--- src/rtl/jhb_pkg.sv ---
package jhb_pkg;

  typedef enum logic [1:0] {
    HB_IDLE  = 2'd0,
    HB_WAIT  = 2'd1,
    HB_PULSE = 2'd2
  } hb_state_t;

  function automatic int max_of(input int a, input int b);
    return (a > b) ? a : b;
  endfunction

endpackage

--- src/rtl/jhb_jabber.sv ---
module jhb_jabber #(
  parameter int JAB_TICKS = 4250000,
  parameter int REL_TICKS = 25000000
) (
  input  logic clk,
  input  logic rst_n,
  input  logic enable,
  input  logic tx_en,
  output logic locked
);
  // One counter serves both phases: a high-run count while armed,
  // an idle count while locked.
  localparam int CW = $clog2(jhb_pkg::max_of(JAB_TICKS, REL_TICKS) + 1);
  localparam logic [CW-1:0] JAB_LAST = CW'(JAB_TICKS - 1);
  localparam logic [CW-1:0] REL_LAST = CW'(REL_TICKS - 1);
  localparam logic [CW-1:0] ONE      = CW'(1);

  logic [CW-1:0] cnt;

  always_ff @(posedge clk or negedge rst_n) begin
    if (!rst_n) begin
      locked <= 1'b0;
      cnt    <= '0;
    end else if (!enable) begin
      locked <= 1'b0;
      cnt    <= '0;
    end else if (!locked) begin
      if (!tx_en) begin
        cnt <= '0;
      end else if (cnt == JAB_LAST) begin
        locked <= 1'b1;
        cnt    <= '0;
      end else begin
        cnt <= cnt + ONE;
      end
    end else begin
      if (tx_en) begin
        cnt <= '0;
      end else if (cnt == REL_LAST) begin
        locked <= 1'b0;
        cnt    <= '0;
      end else begin
        cnt <= cnt + ONE;
      end
    end
  end

  // a lockout can begin only at an edge where transmit enable was high
  a_r1_lock_on_tx: assert property (@(posedge clk) disable iff (!rst_n)
    $rose(locked) |-> $past(tx_en));

  // in 10 Mb/s operation a release only happens on an idle sample
  a_r3_release_idle: assert property (@(posedge clk) disable iff (!rst_n)
    ($fell(locked) && $past(enable)) |-> !$past(tx_en));

  // leaving 10 Mb/s mode clears the lockout at the next edge
  a_r8_mode_clears: assert property (@(posedge clk) disable iff (!rst_n)
    !enable |=> !locked);

endmodule

--- src/rtl/jhb_heartbeat.sv ---
module jhb_heartbeat
  import jhb_pkg::*;
#(
  parameter int HB_DELAY = 60,
  parameter int HB_WIDTH = 50
) (
  input  logic clk,
  input  logic rst_n,
  input  logic enable,
  input  logic hb_en,
  input  logic tx_en,
  input  logic block,
  output logic pulse
);
  localparam int CW = $clog2(max_of(HB_DELAY, HB_WIDTH) + 1);
  localparam logic [CW-1:0] DLY_LAST = CW'(HB_DELAY);
  localparam logic [CW-1:0] WID_LAST = CW'(HB_WIDTH);
  localparam logic [CW-1:0] ONE      = CW'(1);

  hb_state_t     state;
  logic [CW-1:0] cnt;
  logic          tx_q;
  logic          frame_end;

  assign frame_end = tx_q & ~tx_en;
  assign pulse     = (state == HB_PULSE);

  always_ff @(posedge clk or negedge rst_n) begin
    if (!rst_n) begin
      state <= HB_IDLE;
      cnt   <= '0;
      tx_q  <= 1'b0;
    end else begin
      tx_q <= tx_en & enable;
      if (!enable || !hb_en) begin
        state <= HB_IDLE;
        cnt   <= '0;
      end else if (frame_end && !block) begin
        state <= HB_WAIT;
        cnt   <= ONE;
      end else begin
        case (state)
          HB_WAIT: begin
            if (cnt == DLY_LAST) begin
              state <= HB_PULSE;
              cnt   <= ONE;
            end else begin
              cnt <= cnt + ONE;
            end
          end
          HB_PULSE: begin
            if (cnt == WID_LAST) begin
              state <= HB_IDLE;
              cnt   <= '0;
            end else begin
              cnt <= cnt + ONE;
            end
          end
          default: begin
            state <= HB_IDLE;
            cnt   <= '0;
          end
        endcase
      end
    end
  end

  // Checker counter: length of the current high run of the pulse.
  localparam int LW = $clog2(HB_WIDTH + 2);
  logic [LW-1:0] hi_len;
  always_ff @(posedge clk or negedge rst_n) begin
    if (!rst_n)          hi_len <= '0;
    else if (!pulse)     hi_len <= '0;
    else if (hi_len != '1) hi_len <= hi_len + LW'(1);
  end

  // the pulse never stays high for more than its width
  a_r5_width: assert property (@(posedge clk) disable iff (!rst_n)
    hi_len <= LW'(HB_WIDTH));

  // a pulse only ever follows the delay phase
  a_r5_after_wait: assert property (@(posedge clk) disable iff (!rst_n)
    $rose(pulse) |-> $past(state) == HB_WAIT);

  // clearing the enable leaves nothing pending after the next edge
  a_r7_cancel: assert property (@(posedge clk) disable iff (!rst_n)
    !hb_en |=> state == HB_IDLE);

endmodule

--- src/rtl/jabber_hb_supervisor.sv ---
module jabber_hb_supervisor #(
  parameter int JAB_TICKS = 4250000,
  parameter int REL_TICKS = 25000000,
  parameter int HB_DELAY  = 60,
  parameter int HB_WIDTH  = 50
) (
  input  logic clk,
  input  logic rst_n,
  input  logic tx_en,
  input  logic mode_10m,
  input  logic hb_enable,
  output logic tx_allow,
  output logic jabber_status,
  output logic col_heartbeat
);
  logic locked;
  logic pulse;

  jhb_jabber #(
    .JAB_TICKS(JAB_TICKS),
    .REL_TICKS(REL_TICKS)
  ) u_jabber (
    .clk    (clk),
    .rst_n  (rst_n),
    .enable (mode_10m),
    .tx_en  (tx_en),
    .locked (locked)
  );

  jhb_heartbeat #(
    .HB_DELAY(HB_DELAY),
    .HB_WIDTH(HB_WIDTH)
  ) u_hb (
    .clk    (clk),
    .rst_n  (rst_n),
    .enable (mode_10m),
    .hb_en  (hb_enable),
    .tx_en  (tx_en),
    .block  (locked),
    .pulse  (pulse)
  );

  // Outputs are gated at once by the mode and heartbeat enables.
  assign tx_allow      = ~(locked & mode_10m);
  assign jabber_status = locked & mode_10m;
  assign col_heartbeat = pulse & mode_10m & hb_enable;

  // no pulse can begin in the cycle after a blocked frame end
  a_r6_blocked_end: assert property (@(posedge clk) disable iff (!rst_n)
    ($past(tx_en) && !tx_en && locked) |=> !$rose(pulse));

endmodule

--- config.mk ---
export PLATFORM = sky130hd
export DESIGN_NAME = jabber_hb_supervisor
export DESIGN_NICKNAME = d
export VERILOG_FILES = /design/src/rtl/jhb_pkg.sv /design/src/rtl/jhb_jabber.sv /design/src/rtl/jhb_heartbeat.sv /design/src/rtl/jabber_hb_supervisor.sv
export SDC_FILE = /design/constraint.sdc
export NUM_CORES = 1
export LEC_CHECK = 0
export BUFFER_PORTS_ARGS = -buffer_cell sky130_fd_sc_hd__buf_2
export CELL_PAD_IN_SITES_DETAIL_PLACEMENT = 0
export CELL_PAD_IN_SITES_GLOBAL_PLACEMENT = 1
export CORE_MARGIN = 1.5
export CORE_UTILIZATION = 35
export CTS_BUF_LIST = sky130_fd_sc_hd__clkbuf_8
export DETAILED_ROUTE_END_ITERATION = 16
export PLACE_DENSITY_LB_ADDON = 0.1
export SLEW_MARGIN = 5
export SYNTH_ARGS = -nofsm -noshare
export SYNTH_HDL_FRONTEND = slang
export SYNTH_SLANG_ARGS = --single-unit
--- constraint.sdc ---
create_clock -name clk -period 2.32 [get_ports clk]
set_clock_uncertainty 0.1 [all_clocks]
set_input_delay 0.348 -clock clk [delete_from_list [all_inputs] [get_ports clk]]
set_output_delay 0.348 -clock clk [all_outputs]
set_load 0.01 [all_outputs]
==> results.sh <==
export IMPL_ys_seq_area_share_pct=42.4
export IMPL_worst_path_max_fanout=25
export IMPL_vias_per_cell=5.91
export IMPL_core_area_mm2=0.00561
export IMPL_final_period_utilization_pct=94.4
export IMPL_numCtsBuffers=5
export IMPL_final_common_cell="dfrtp_1"
export IMPL_grt_overflow=0
export IMPL_drc_errors=0
export IMPL_grt_max_degree=36
export IMPL_syn_area_per_cell_um2=9.78
export IMPL_synthTopCellsByArea="dfrtp_1 42%, a221oi_1 5.5%, a211oi_1 4.4%, nand3_1 4.1%, ha_1 3.6%"
export IMPL_grt_util_all_layers_pct=17.5
export IMPL_grt_pass1_wl_um=8610
export IMPL_maxSlewViolCount=0
export IMPL_synth_nets=222
export IMPL_crit_path_end_kind="flop"
export IMPL_cp_start_kind="flop"
export IMPL_clock_root_buffer="clkbuf_8"
export IMPL_fp_dieH_um=79.8
export IMPL_syn_to_final_growth_pct=12.2
export IMPL_synth_top_area_cell="dfrtp_1"
export IMPL_hold_path_class="input port to async pin"
export IMPL_first_global_vias=1746
export IMPL_use_met3_pct=3.09
export IMPL_htreeDepth=2
export IMPL_power_density_mw_per_mm2=482
export IMPL_setup_violations=0
export IMPL_min_period_ps=2190
export IMPL_relSlewSlack_pct=45.3
export IMPL_fmax_mhz=457
export IMPL_comb_power_share_pct=4.6
export IMPL_regToRegStartpoint="u_jabber.cnt[17]$_DFF_PN0_"
export IMPL_crit_arrival_ps=2210
export IMPL_worst_slew_pin_slew_ps=819
export IMPL_cts_setup_buffers=0
export IMPL_cts_hold_buf=0
export IMPL_io_pins=8
export IMPL_setup_tns_final_ps=0
export IMPL_grt_use_met1_pct=21.7
export IMPL_rrSetupSlack_ps=130
export IMPL_p_total_w=0.00112
export IMPL_ys_flop_type="dfrtp_1"
export IMPL_synth_area_mm2=0.00206
export IMPL_critPathRequiredTime_ps=2340
export IMPL_maxCapViolations=0
export IMPL_p_leak_nw=0.856
export IMPL_drtIter0Drc=73
export IMPL_vias=1773
export IMPL_top_usage_layer="met2"
export IMPL_hold_viol_final=0
export IMPL_route_antenna_remaining_nets=0
export IMPL_layout_nets=239
export IMPL_status="finished, final reports clean"
export IMPL_r2r_end="u_jabber.cnt[23]$_DFF_PN0_"
export IMPL_swShare_pct=23.0
export IMPL_ys_ff_latch=35
export IMPL_clk_pin_slew_worst_paths_ps=70
export IMPL_port_buffers=7
export IMPL_layout_common_cells="35 x dfrtp_1, 17 x nand3_1, 13 x a221oi_1"
export IMPL_clockPowerShare_pct=40.4
export IMPL_grt_setup_unrepaired="no"
export IMPL_crit_type="flop to flop"
export IMPL_r2r_cells=5
export IMPL_wirelength_um=5210
export IMPL_ys_types=34
export IMPL_whs_ps=57.0
export IMPL_internal_power_w=0.000860
export IMPL_syn_inst=211
export IMPL_synth_top_area_share_pct=42.4
export IMPL_use_met2_pct=30.5
export IMPL_cts_tree="built"
export IMPL_cts_resized=0
export IMPL_n_fill_cell=587
export IMPL_clock_latency_ps=290
export IMPL_p_seq_share_pct=55.0
export IMPL_layout_drive_gt1_share_pct=12.7
export IMPL_rows=27
export IMPL_dp_hpwl_um=3620
export IMPL_yosysWarnings=0
export IMPL_synthArstFlopShare_pct=100
export IMPL_wl_per_cell_um=17.4
export IMPL_initial_core_util_pct=36.8
export IMPL_first_pass_iters=4
export IMPL_synth_edf_count=0
export IMPL_antenna_found_initial=0
export IMPL_die_w_um=79.8
export IMPL_clock_sinks=35
export IMPL_clockBufferDepth=2
export IMPL_diodes=0
export IMPL_die_area_mm2=0.00637
export IMPL_gp_congestion=0.781
export IMPL_ir_drop_mv=0.216
export IMPL_p_sw_w=0.000257
-- how the worst max path moves through the flow --
stage / start / end / slack (ps) / cells after the start
after floorplan: u_jabber.cnt[17]$_DFF_PN0_ / u_jabber.cnt[17]$_DFF_PN0_ / 60 / 6
after global placement: u_jabber.cnt[17]$_DFF_PN0_ / u_jabber.cnt[17]$_DFF_PN0_ / 160 / 5
after detailed placement: u_jabber.cnt[17]$_DFF_PN0_ / u_jabber.cnt[14]$_DFF_PN0_ / 130 / 5
after CTS: u_jabber.cnt[17]$_DFF_PN0_ / u_jabber.cnt[23]$_DFF_PN0_ / 120 / 5
after global routing: u_jabber.cnt[13]$_DFF_PN0_ / u_jabber.cnt[18]$_DFF_PN0_ / 20 / 4
final: u_jabber.cnt[17]$_DFF_PN0_ / u_jabber.cnt[23]$_DFF_PN0_ / 130 / 5
-- flip-flops by register name, summed over array words and instances, names as in the netlist --
register         count
u_hb.tx_q            1
u_hb.state           2
u_jabber.cnt        25
u_hb.cnt             6
u_jabber.locked      1
-- kinds of logic (layout without fill, tap and decap cells) --
group | count (synthesis) | count (layout) | synth area share [%]
simple gates | 85 | 85 | 23.3
compound gates | 50 | 50 | 19.2
flops | 35 | 35 | 42.4
buf+inv | 20 | 37 | 5.09
xor+xnor | 15 | 15 | 6.36
fa+ha+maj | 6 | 6 | 3.64
-- synth_stat cells, drive strengths merged, types with 3 or more instances --
library cell  count
and4              3
a221oi           13
a211oi           12
buf               5
ha                6
nand2            12
nor2             12
a21oi             3
nand3            17
nand4             9
dfrtp            35
inv              11
nor3              4
xnor2             7
clkbuf            4
xor2              8
or4               8
or3               8
nor4b             4
o21ai            12
o31ai             4
-- through the flow --
stage / cell area (um2) / setup WS, ps / cells / util (%)
after floorplan: 2060 / 64.9 / 211 / -
after global placement: 2230 / 163 / 293 / 39.7
after detailed placement: 2230 / 133 / 293 / 39.7
after CTS: 2320 / 120 / 300 / 41.3
after global routing: 2320 / 24.1 / 300 / 41.3
final: 2320 / 130 / 300 / 41.3
-- worst max-delay path, cell delays in order, from the launching register on --
cell	delay [ps]
dfrtp_1	370
or4_1	510
or3_4	380
o311ai_4	330
buf_12	220
a221oi_1	110
-- final cells by class --
type                            instances  area, um2  share of cell area [%]
Clock buffer                            6       82.6                    3.57
Inverter                               11       41.3                    1.78
Clock inverter                          1       5.00                   0.216
Tap cell                               72       90.1                    3.89
Sequential cell                        35        876                    37.8
Multi-Input combinational cell        156       1080                    46.8
Timing Repair Buffer                   19        138                    5.94
-- per-layer routing --
layer	part of all wire, %	wire length (um)
met2	51	2660
met4	0.71	37
met3	3.1	163
met5	0	0
met1	45	2350
-- power groups by stage --
stage	logic (W)	registers, W	clock network (W)
2_1_floorplan	0.0000232	0.000627	0
3_3_place_gp	0.0000509	0.000626	0
3_5_place_dp	0.0000531	0.000626	0
4_1_cts	0.0000531	0.000614	0.000466
5_1_grt	0.0000579	0.000614	0.000501
6_report	0.0000516	0.000615	0.000451
(Power assumes the default switching activity.)
